==> src/rtl/pmon_pkg.sv <==
package pmon_pkg;

    localparam int REG_W       = 32;
    localparam int SEL_W       = 8;
    localparam int NUM_EVT_CNT = 2;
    localparam int NUM_FLAGS   = NUM_EVT_CNT + 1;
    localparam int FLAG_CYC    = NUM_EVT_CNT;

    localparam logic [SEL_W-1:0] SEL_IDLE = 8'hFF;

    // control word bit positions
    localparam int B_EN      = 0;
    localparam int B_EVT_RST = 1;
    localparam int B_CYC_RST = 2;
    localparam int B_DIV     = 3;
    localparam int B_IE_LO   = 4;
    localparam int B_RSVD_A  = B_IE_LO + NUM_FLAGS;
    localparam int B_OVF_LO  = 8;
    localparam int B_RSVD_B  = B_OVF_LO + NUM_FLAGS;
    localparam int B_SEL_LO  = 12;
    localparam int B_SEL_HI  = B_SEL_LO + NUM_EVT_CNT * SEL_W - 1;

    typedef enum logic [1:0] {
        IDX_CTRL = 2'd0,
        IDX_CYC  = 2'd1,
        IDX_EVT0 = 2'd2,
        IDX_EVT1 = 2'd3
    } reg_idx_e;

    typedef struct packed {
        logic [NUM_EVT_CNT-1:0][SEL_W-1:0] sel;
        logic [NUM_FLAGS-1:0]              ovf;
        logic [NUM_FLAGS-1:0]              ie;
        logic                              div;
        logic                              en;
    } ctrl_t;

    localparam ctrl_t CTRL_RST = '{
        sel: {NUM_EVT_CNT{SEL_IDLE}},
        ovf: '0,
        ie:  '0,
        div: 1'b0,
        en:  1'b0
    };

    // build the readable image of the control word; one-shot and reserved bits read 0
    function automatic logic [REG_W-1:0] ctrl_pack(input ctrl_t c);
        logic [REG_W-1:0] r;
        r = '0;
        r[B_EN]                  = c.en;
        r[B_DIV]                 = c.div;
        r[B_IE_LO +: NUM_FLAGS]  = c.ie;
        r[B_OVF_LO +: NUM_FLAGS] = c.ovf;
        for (int k = 0; k < NUM_EVT_CNT; k++) begin
            r[B_SEL_LO + k*SEL_W +: SEL_W] = c.sel[k];
        end
        return r;
    endfunction

    function automatic logic [1:0] evt_index(input int k);
        return 2'(int'(IDX_EVT0) + k);
    endfunction

endpackage

==> src/rtl/pmon_ctrl_reg.sv <==
module pmon_ctrl_reg
    import pmon_pkg::*;
(
    input  logic                  clk,
    input  logic                  rst,
    input  logic                  wr,
    input  logic [REG_W-1:0]      wdata,
    input  logic [NUM_FLAGS-1:0]  ovf_set,
    output ctrl_t                 ctrl_q,
    output logic                  evt_clr,
    output logic                  cyc_clr
);

    logic [NUM_FLAGS-1:0] w1c;
    logic                 unused_rsvd;

    assign w1c     = wr ? wdata[B_OVF_LO +: NUM_FLAGS] : '0;
    assign evt_clr = wr & wdata[B_EVT_RST];
    assign cyc_clr = wr & wdata[B_CYC_RST];

    // reserved bits are accepted and dropped
    assign unused_rsvd = ^{wdata[B_RSVD_A], wdata[B_RSVD_B], wdata[REG_W-1:B_SEL_HI+1]};

    always_ff @(posedge clk) begin
        if (rst) begin
            ctrl_q <= CTRL_RST;
        end else begin
            if (wr) begin
                ctrl_q.en  <= wdata[B_EN];
                ctrl_q.div <= wdata[B_DIV];
                ctrl_q.ie  <= wdata[B_IE_LO +: NUM_FLAGS];
                for (int k = 0; k < NUM_EVT_CNT; k++) begin
                    ctrl_q.sel[k] <= wdata[B_SEL_LO + k*SEL_W +: SEL_W];
                end
            end
            // a fresh overflow outranks a clearing write
            ctrl_q.ovf <= (ctrl_q.ovf & ~w1c) | ovf_set;
        end
    end

endmodule

==> src/rtl/pmon_event_counter.sv <==
module pmon_event_counter
    import pmon_pkg::*;
#(
    parameter int CNT_W   = 32,
    parameter int NUM_SRC = 16
)(
    input  logic               clk,
    input  logic               rst,
    input  logic               en,
    input  logic [SEL_W-1:0]   sel,
    input  logic [NUM_SRC-1:0] src,
    input  logic               clr,
    input  logic               wr,
    input  logic [CNT_W-1:0]   wdata,
    output logic [CNT_W-1:0]   value,
    output logic               wrap
);

    logic hit;
    logic inc;

    always_comb begin
        hit = 1'b0;
        if (sel != SEL_IDLE) begin
            for (int i = 0; i < NUM_SRC; i++) begin
                if (sel == SEL_W'(i)) hit = src[i];
            end
        end
    end

    assign inc  = en & hit;
    assign wrap = inc & (&value) & ~wr & ~clr;

    always_ff @(posedge clk) begin
        if (rst) begin
            value <= '0;
        end else if (wr) begin
            value <= wdata;
        end else if (clr) begin
            value <= '0;
        end else if (inc) begin
            value <= value + 1'b1;
        end
    end

endmodule

==> src/rtl/pmon_cycle_counter.sv <==
module pmon_cycle_counter
    import pmon_pkg::*;
#(
    parameter int CNT_W = 32,
    parameter int PS_W  = 6
)(
    input  logic             clk,
    input  logic             rst,
    input  logic             en,
    input  logic             div,
    input  logic             clr,
    input  logic             wr,
    input  logic [CNT_W-1:0] wdata,
    output logic [CNT_W-1:0] value,
    output logic             wrap
);

    logic [PS_W-1:0] ps;
    logic            tick;

    assign tick = en & (~div | (&ps));
    assign wrap = tick & (&value) & ~wr & ~clr;

    always_ff @(posedge clk) begin
        if (rst || clr) begin
            ps <= '0;
        end else if (en && div) begin
            ps <= ps + 1'b1;
        end
    end

    always_ff @(posedge clk) begin
        if (rst) begin
            value <= '0;
        end else if (wr) begin
            value <= wdata;
        end else if (clr) begin
            value <= '0;
        end else if (tick) begin
            value <= value + 1'b1;
        end
    end

endmodule

==> src/rtl/pmon_top.sv <==
module pmon_top
    import pmon_pkg::*;
#(
    parameter int CNT_W         = 32,
    parameter int NUM_SRC       = 16,
    parameter int PRESCALE_LOG2 = 6
)(
    input  logic               clk,
    input  logic               rst,
    input  logic               reg_wr,
    input  logic [1:0]         reg_addr,
    input  logic [REG_W-1:0]   reg_wdata,
    output logic [REG_W-1:0]   reg_rdata,
    input  logic [NUM_SRC-1:0] evt_pulse,
    output logic               irq
);

    ctrl_t                ctrl_q;
    logic                 ctrl_wr;
    logic                 evt_clr;
    logic                 cyc_clr;
    logic [NUM_FLAGS-1:0] ovf_set;
    logic [CNT_W-1:0]     cyc_val;
    logic [CNT_W-1:0]     evt_val [NUM_EVT_CNT];

    // plain views of control state, also used by the bound checker
    logic                 run_en;
    logic                 cyc_div;
    logic [NUM_FLAGS-1:0] ovf_flags;

    assign run_en    = ctrl_q.en;
    assign cyc_div   = ctrl_q.div;
    assign ovf_flags = ctrl_q.ovf;

    assign ctrl_wr = reg_wr && (reg_addr == IDX_CTRL);

    pmon_ctrl_reg u_ctrl (
        .clk     (clk),
        .rst     (rst),
        .wr      (ctrl_wr),
        .wdata   (reg_wdata),
        .ovf_set (ovf_set),
        .ctrl_q  (ctrl_q),
        .evt_clr (evt_clr),
        .cyc_clr (cyc_clr)
    );

    pmon_cycle_counter #(
        .CNT_W (CNT_W),
        .PS_W  (PRESCALE_LOG2)
    ) u_cyc (
        .clk   (clk),
        .rst   (rst),
        .en    (ctrl_q.en),
        .div   (ctrl_q.div),
        .clr   (cyc_clr),
        .wr    (reg_wr && (reg_addr == IDX_CYC)),
        .wdata (reg_wdata[CNT_W-1:0]),
        .value (cyc_val),
        .wrap  (ovf_set[FLAG_CYC])
    );

    for (genvar g = 0; g < NUM_EVT_CNT; g++) begin : g_evt
        pmon_event_counter #(
            .CNT_W   (CNT_W),
            .NUM_SRC (NUM_SRC)
        ) u_evt (
            .clk   (clk),
            .rst   (rst),
            .en    (ctrl_q.en),
            .sel   (ctrl_q.sel[g]),
            .src   (evt_pulse),
            .clr   (evt_clr),
            .wr    (reg_wr && (reg_addr == evt_index(g))),
            .wdata (reg_wdata[CNT_W-1:0]),
            .value (evt_val[g]),
            .wrap  (ovf_set[g])
        );
    end

    always_comb begin
        case (reg_idx_e'(reg_addr))
            IDX_CTRL: reg_rdata = ctrl_pack(ctrl_q);
            IDX_CYC:  reg_rdata = REG_W'(cyc_val);
            IDX_EVT0: reg_rdata = REG_W'(evt_val[0]);
            default:  reg_rdata = REG_W'(evt_val[1]);
        endcase
    end

    assign irq = |(ctrl_q.ovf & ctrl_q.ie);

endmodule

==> config.mk <==
export PLATFORM = sky130hd
export DESIGN_NAME = pmon_top
export DESIGN_NICKNAME = d
export VERILOG_FILES = /design/src/rtl/pmon_pkg.sv /design/src/rtl/pmon_ctrl_reg.sv /design/src/rtl/pmon_event_counter.sv /design/src/rtl/pmon_cycle_counter.sv /design/src/rtl/pmon_top.sv
export SDC_FILE = /design/constraint.sdc
export NUM_CORES = 1
export LEC_CHECK = 0
export ABC_CLOCK_PERIOD_IN_PS = 2510
export CAP_MARGIN = 10
export CORE_ASPECT_RATIO = 1.5
export CORE_UTILIZATION = 60
export CTS_BUF_LIST = sky130_fd_sc_hd__clkbuf_8
export CTS_CLUSTER_SIZE = 40
export DETAILED_ROUTE_END_ITERATION = 7
export DONT_BUFFER_PORTS = 1
export PLACE_DENSITY = 0.76
export RECOVER_POWER = 50
export SYNTH_ARGS = -nofsm -noshare
export SYNTH_HDL_FRONTEND = slang
export SYNTH_SLANG_ARGS = --single-unit
==> constraint.sdc <==
create_clock -name clk -period 2.51 [get_ports clk]
set_input_delay 0.1255 -clock clk [delete_from_list [all_inputs] [get_ports clk]]
set_output_delay 0.1255 -clock clk [all_outputs]
set_load 0.01 [all_outputs]
# --- Word level (Yosys, flattened, before mapping) ---
# Cells that the tools add are included.
word_totals:
  reg_bits: 126
  in_bits: 53
  out_inout_bits: 33
  word_cells: 136
op_classes:
  add_sub_neg: 4
  n_eq_ne: 35
  mux: 45
  bitwise: 25
  n_reduce_logical: 17
op_table:
  columns: ["cell", "count"]
  rows:
  - ["two-way mux 32 bit", 9]
  - ["== test 8 x 4 -> 1 bit, second input constant", 16]
  - ["adder 32 x 1 -> 32 bit, second input constant", 3]
  - ["case mux 32 bit (3 select lines)", 1]
  - ["AND reduction 32 bit", 3]
  - ["== test 8 x 3 -> 1 bit, second input constant", 8]
  - ["two-way mux 1 bit", 34]
  - ["== test 8 x 2 -> 1 bit, second input constant", 4]
  - ["== test 8 x 1 -> 1 bit, second input constant", 2]
  - ["logical NOT 8 bit", 2]
  - ["inequality test 8 bit, second input constant", 2]
  - ["bitwise AND 1 bit", 14]
  - ["nonzero test 3 bit", 3]
  - ["adder 6 x 1 -> 6 bit, second input constant", 1]
  - ["bitwise AND 3 bit", 2]
  - ["inverter 1 bit", 6]
  - ["AND reduction 6 bit", 1]
  - ["logical AND 1 bit", 5]
  - ["== test 2 bit, second input constant", 2]
  - ["two-way mux 3 bit", 1]
  - ["inverter 3 bit", 1]
  - ["OR 3 bit", 1]
  - ["OR reduction 3 bit", 1]
  - ["== test 2 x 1 -> 1 bit, second input constant", 1]
  - ["other kinds (3)", 3]

# --- Longest topological paths before layout ---
depth:
  ltp_word: 23
  ltp_mapped: 9
  ltp_nobuf: 7

# --- Cells and area by module ---
# A second synthesis with hierarchy kept.
hier_totals:
  cells_unflattened: 1035
  hier_area_um2: 8792.2
modules_own_cells:
  columns: ["module", "n_inst", "cells_each", "area_each_um2", "seq_area_each_um2"]
  rows:
  - ["pmon_event_counter", 2, 298, 2308.5, 640.6]
  - ["pmon_cycle_counter", 1, 299, 2393.5, 760.7]
  - ["pmon_ctrl_reg", 1, 83, 905.9, 480.5]
  - ["pmon_top", 1, 57, 875.8, 0.0]

# --- Worst setup path after synthesis ---
# Ideal clock, no wire load.
synth_timing:
  path_kind: "register to register"
  from: "reg u_ctrl.ctrl_q[20] (netlist name)"
  to: "reg g_evt[1].u_evt.value[26]"
  setup_time_ns: 0.116
  arrival_time_ns: 2.015
  t_required_ns: 2.394
  path_slack_ns: 0.379
  path_stages_with_launch: 9
  path_buffers: 2
  synth_period_minus_slack_ns: 2.131
  cell_sequence: "dfxtp_1 or4_4 o31ai_1 o21a_1 a21o_1 buf_4 nand2_4 buf_6 o211a_1"
synth_via:
  elab_chain_cells: 20
  elab_cells_between_ends: 36
  cone_classes: "16 x eq/ne; 17 x mux; 1 x bitwise; 2 x reduce/logical"
synth_rtl:
  columns: ["element", "line_no", "text"]
  rows:
  - ["logical NOT 8 bit", "pmon_event_counter.sv:26", "if (sel == SEL_W'(i)) hit = src[i];"]
  - ["two-way mux 1 bit (16 in a row)", "pmon_event_counter.sv:26", null]
  - ["two-way mux 1 bit (*)", "pmon_event_counter.sv:24", "if (sel != SEL_IDLE) begin"]
  - ["bitwise AND 1 bit (*)", "pmon_event_counter.sv:31", "assign inc = en & hit;"]
  - ["nonzero test 3 bit (no line) (*)", null, null]
  - ["end signal, assigned", "pmon_event_counter.sv:38", "value <= wdata;"]
  - ["end signal, assigned", "pmon_event_counter.sv:42", "value <= value + 1'b1;"]
  - ["end, declared", "pmon_event_counter.sv:15", "output logic [CNT_W-1:0] value,"]
# Every way passes the cells marked *; elsewhere a longest branch is shown, timed or not.
# A chain may end at the register's enable or synchronous reset.

# --- Worst setup path after layout ---
layout_timing:
  from: "reg u_ctrl.ctrl_q[21] (netlist name)"
  to: "reg g_evt[1].u_evt.value[18]"
layout_via:
  elab_chain_cells: 20
  elab_cells_between_ends: 36
  cone_classes: "16 x eq/ne; 17 x mux; 1 x bitwise; 2 x reduce/logical"
layout_rtl:
  columns: ["element", "line_no"]
  rows:
  - ["logical NOT 8 bit", "pmon_event_counter.sv:26"]
  - ["two-way mux 1 bit (16 in a row)", "pmon_event_counter.sv:26"]
  - ["two-way mux 1 bit (*)", "pmon_event_counter.sv:24"]
  - ["bitwise AND 1 bit (*)", "pmon_event_counter.sv:31"]
  - ["nonzero test 3 bit (no line) (*)", null]
# Marks and branches as above.

==> results.toml <==
[cts]
post_cts_buffers = 0
tritoncts = "built"
cts.clk_slew.worst_paths_ns = 0.09
clock_latency_ns = 0.46
htree_levels = 4
root_buffer = "clkbuf_8"
clock_path_buffers = 2
cts_sinks = 126
cts_buffers = 17

[cells_and_area]
area_growth_pct = 13.73
drive_gt1_frac = 0.1352
final_nets = 1139
final_cells = 1267

[floorplanning]
core_um2 = 13660
chipHeight_um = 147.5
ios = 86
dieArea_um2 = 14600
fp.dieW_um = 98.99
row_count = 52
initial_utilization = 0.6197

[global_routing]
grt_pass1_vias = 8889
antenna_found_initial = 11
grt_first_pass_wirelength_um = 51870
grt_max_degree = 95
gr-usage-all-layers = 0.4768
grt_overflow = 0

[yosys]
syn_area_per_cell_um2 = 8.095
ys_seq_elements = 126
async_reset_ff_frac = 0
ys_seq_area_frac = 0.2979
synth-main-ff-cell = "dfxtp_1"
yosysTopAreaCell = "dfxtp_1"
synth_edf_count = 0
synthTopCellsByCount = "dfxtp_1 (126), nand2_1 (117), a21oi_1 (96), clkbuf_1 (60), nor2_1 (60)"
synth_top_area_frac = 0.2979
synth_fp_nets = 1103
yosysMostFrequentCell = "dfxtp_1"
ys_types = 74
yosysWarnings = 0
synthCells = 1046
synthTopCellsByArea = "dfxtp_1 (30%), mux4_2 (7.4%), a21oi_1 (5.7%)"
synth_area_um2 = 8467

[route]
wl_per_cell_um = 26.71
drt_drc_violations_left = 0
ant_nets = 0
routed_wl_um = 33850
vias = 9510
drt_iter0_drc = 1190
drtPass1Iterations = 6
viasPerCell = 7.506

[hold_path]
min_to = "u_cyc.value[26]"
hold_path.class = "in2reg"
min_from = "reg_wdata[26]"
min_path_cells = 3

[critical_path]
worstSetupStartpointType = "flop"
rrSetupSlack_ns = 0.09
crit_family = "compound AO/OA/AOI/OAI gates"
r2r-start = "u_ctrl.ctrl_q[21]"
worstPathRequired_ns = 2.86
worst_ep_arrival_time_ns = 2.77
crit_buf_inv = 1
worst_path_max_delay_cell = "or4_4"
critPathMaxFanout = 21
max_stage_delay_ns = 0.55
critPathCaptureType = "flop"
r2r-end = "g_evt[1].u_evt.value[18]"
path_cells = "or4_4 -> a311oi_1 -> nand3_1 -> a21oi_1 -> buf_12 -> nor2_2 -> o221a_2"
worstRegToRegCells = 7
worstSetupPathType = "reg2reg"

[sta]
fin_crit_sh = 0.9626
setup_viol = 0
timing.final.crit_period_ns = 2.416
fmax_ghz = 0.4139
slew_violations = 27
hold_viol_final = 0
tightest_slew_ns = 2.131
tns_ns = 0
clock_skew_ns = 0.01598
slew_headroom = -0.4208

[power]
p_leak_nw = 3.259
p_per_area_nw_per_um2 = 489.3
ir_worst_vdd_mv = 0.4444
total_power_mw = 4.711

[place]
portBuffers = 0
dp.cells = 1191
place.gp.congestion = 0.9927
hpwl_um = 22040

[status]
outcome = "finished with violations"
violations = "capacitance limit, slew limit"

[job]
drv_cap = 1
worst max path at each step:
stage / depth (start not counted) / startpoint / end
after floorplan: 8 / u_ctrl.ctrl_q[20] / g_evt[1].u_evt.value[26]
after global placement: 7 / u_ctrl.ctrl_q[9] / g_evt[0].u_evt.value[25]
after detailed placement: 7 / u_ctrl.ctrl_q[9] / g_evt[0].u_evt.value[25]
after CTS: 7 / u_ctrl.ctrl_q[21] / g_evt[1].u_evt.value[19]
after global routing: 6 / u_ctrl.ctrl_q[21] / u_ctrl.ctrl_q[6]
final: 7 / u_ctrl.ctrl_q[21] / g_evt[1].u_evt.value[18]
stage by stage:
stage | hold WS (ns) | utilization | setup slack [ns] | cell area (µm²)
floorplan | 0.2510 | - | 0.3788 | 8467
global placement | 0.2006 | 0.6487 | 0.05525 | 8864
detailed placement | 0.2013 | 0.6487 | -0.05564 | 8864
CTS | 0.002462 | 0.7063 | 0.08687 | 9651
global route | 0.006530 | 0.7046 | -0.04735 | 9627
finish | 0.009180 | 0.7048 | 0.09393 | 9629
cell usage in the layout (no fill, tap or decap), types with 9 or more instances in the layout:
cell and n:
dfxtp_1 125, nand2_1 117, a21oi_1 96, nor2_1 58, nor3_1 51, buf_4 50
nand3_1 43, nand4_1 38, dlygate4sd3_1 33, o21ai_0 31, mux4_2 28, a211oi_1 28
mux2i_1 26, a22oi_1 20, inv_1 19, clkbuf_8 19, a22o_1 17, nor4_1 17
o31ai_1 17, a31oi_1 15, clkbuf_1 14, and3_1 13, and4_1 12, xnor2_1 12
a21o_1 11, diode_2 10, and2_1 10, xor2_1 10, mux2_2 9
worst reg2reg max path, stage by stage, from the launching register on:
cell and delay [ns]:
dfxtp_1 0.37, or4_4 0.56, a311oi_1 0.25, nand3_1 0.20, a21oi_1 0.30, buf_12 0.20, nor2_2 0.10, o221a_2 0.33
cell type report:
type                       instances  area, µm²
fill                            1095       4034
antenna                           10      25.02
multi-input combinational        819       5558
clock inverter                    13      165.2
inverter                          18      67.56
clock buffer                      19      261.5
tap                              162      202.7
sequential                       126       2524
timing repair buffer             100      825.8
flip-flops by register name, indices dropped and copies added, names as in the netlist:
name               flops
g_evt.u_evt.value     64
u_ctrl.ctrl_q         24
u_cyc.value           32
u_cyc.ps               6
power by group:
part | switching [mW] | leakage [nW] | internal (mW) | total (mW)
logic | 0.378 | 2.03 | 0.256 | 0.633
clock network | 0.928 | 0.210 | 1.04 | 1.97
registers | 0.0703 | 1.02 | 2.04 | 2.11
total | 1.38 | 3.26 | 3.34 | 4.71
per-layer routing:
layer  global-route usage  part of all wire  vias up
li1                     -                 -     4137
met1               0.5027              0.31     4369
met2               0.7192              0.44      738
met3               0.1872              0.13      264
met4               0.4545              0.12        2
met5                    0           0.00038        -
cell families after synthesis:
| kind of cell | synth area share |
|---|---|
| buffers and inverters | 0.04803 |
| multiplexers | 0.1172 |
| AO/OA/AOI/OAI | 0.2703 |
| AND/OR/NAND/NOR | 0.2379 |
| XOR/XNOR | 0.02276 |
| flip-flops | 0.2979 |
| adder cells (fa/ha/maj) | 0.005911 |
what timing repair did:
action	CTS	global route
resized for setup	1	4
hold buffers	34	0
endpoints found under the setup margin	1	14
endpoints found under the hold margin	120	0
No activity file was read; power rests on OpenSTA's default activity.
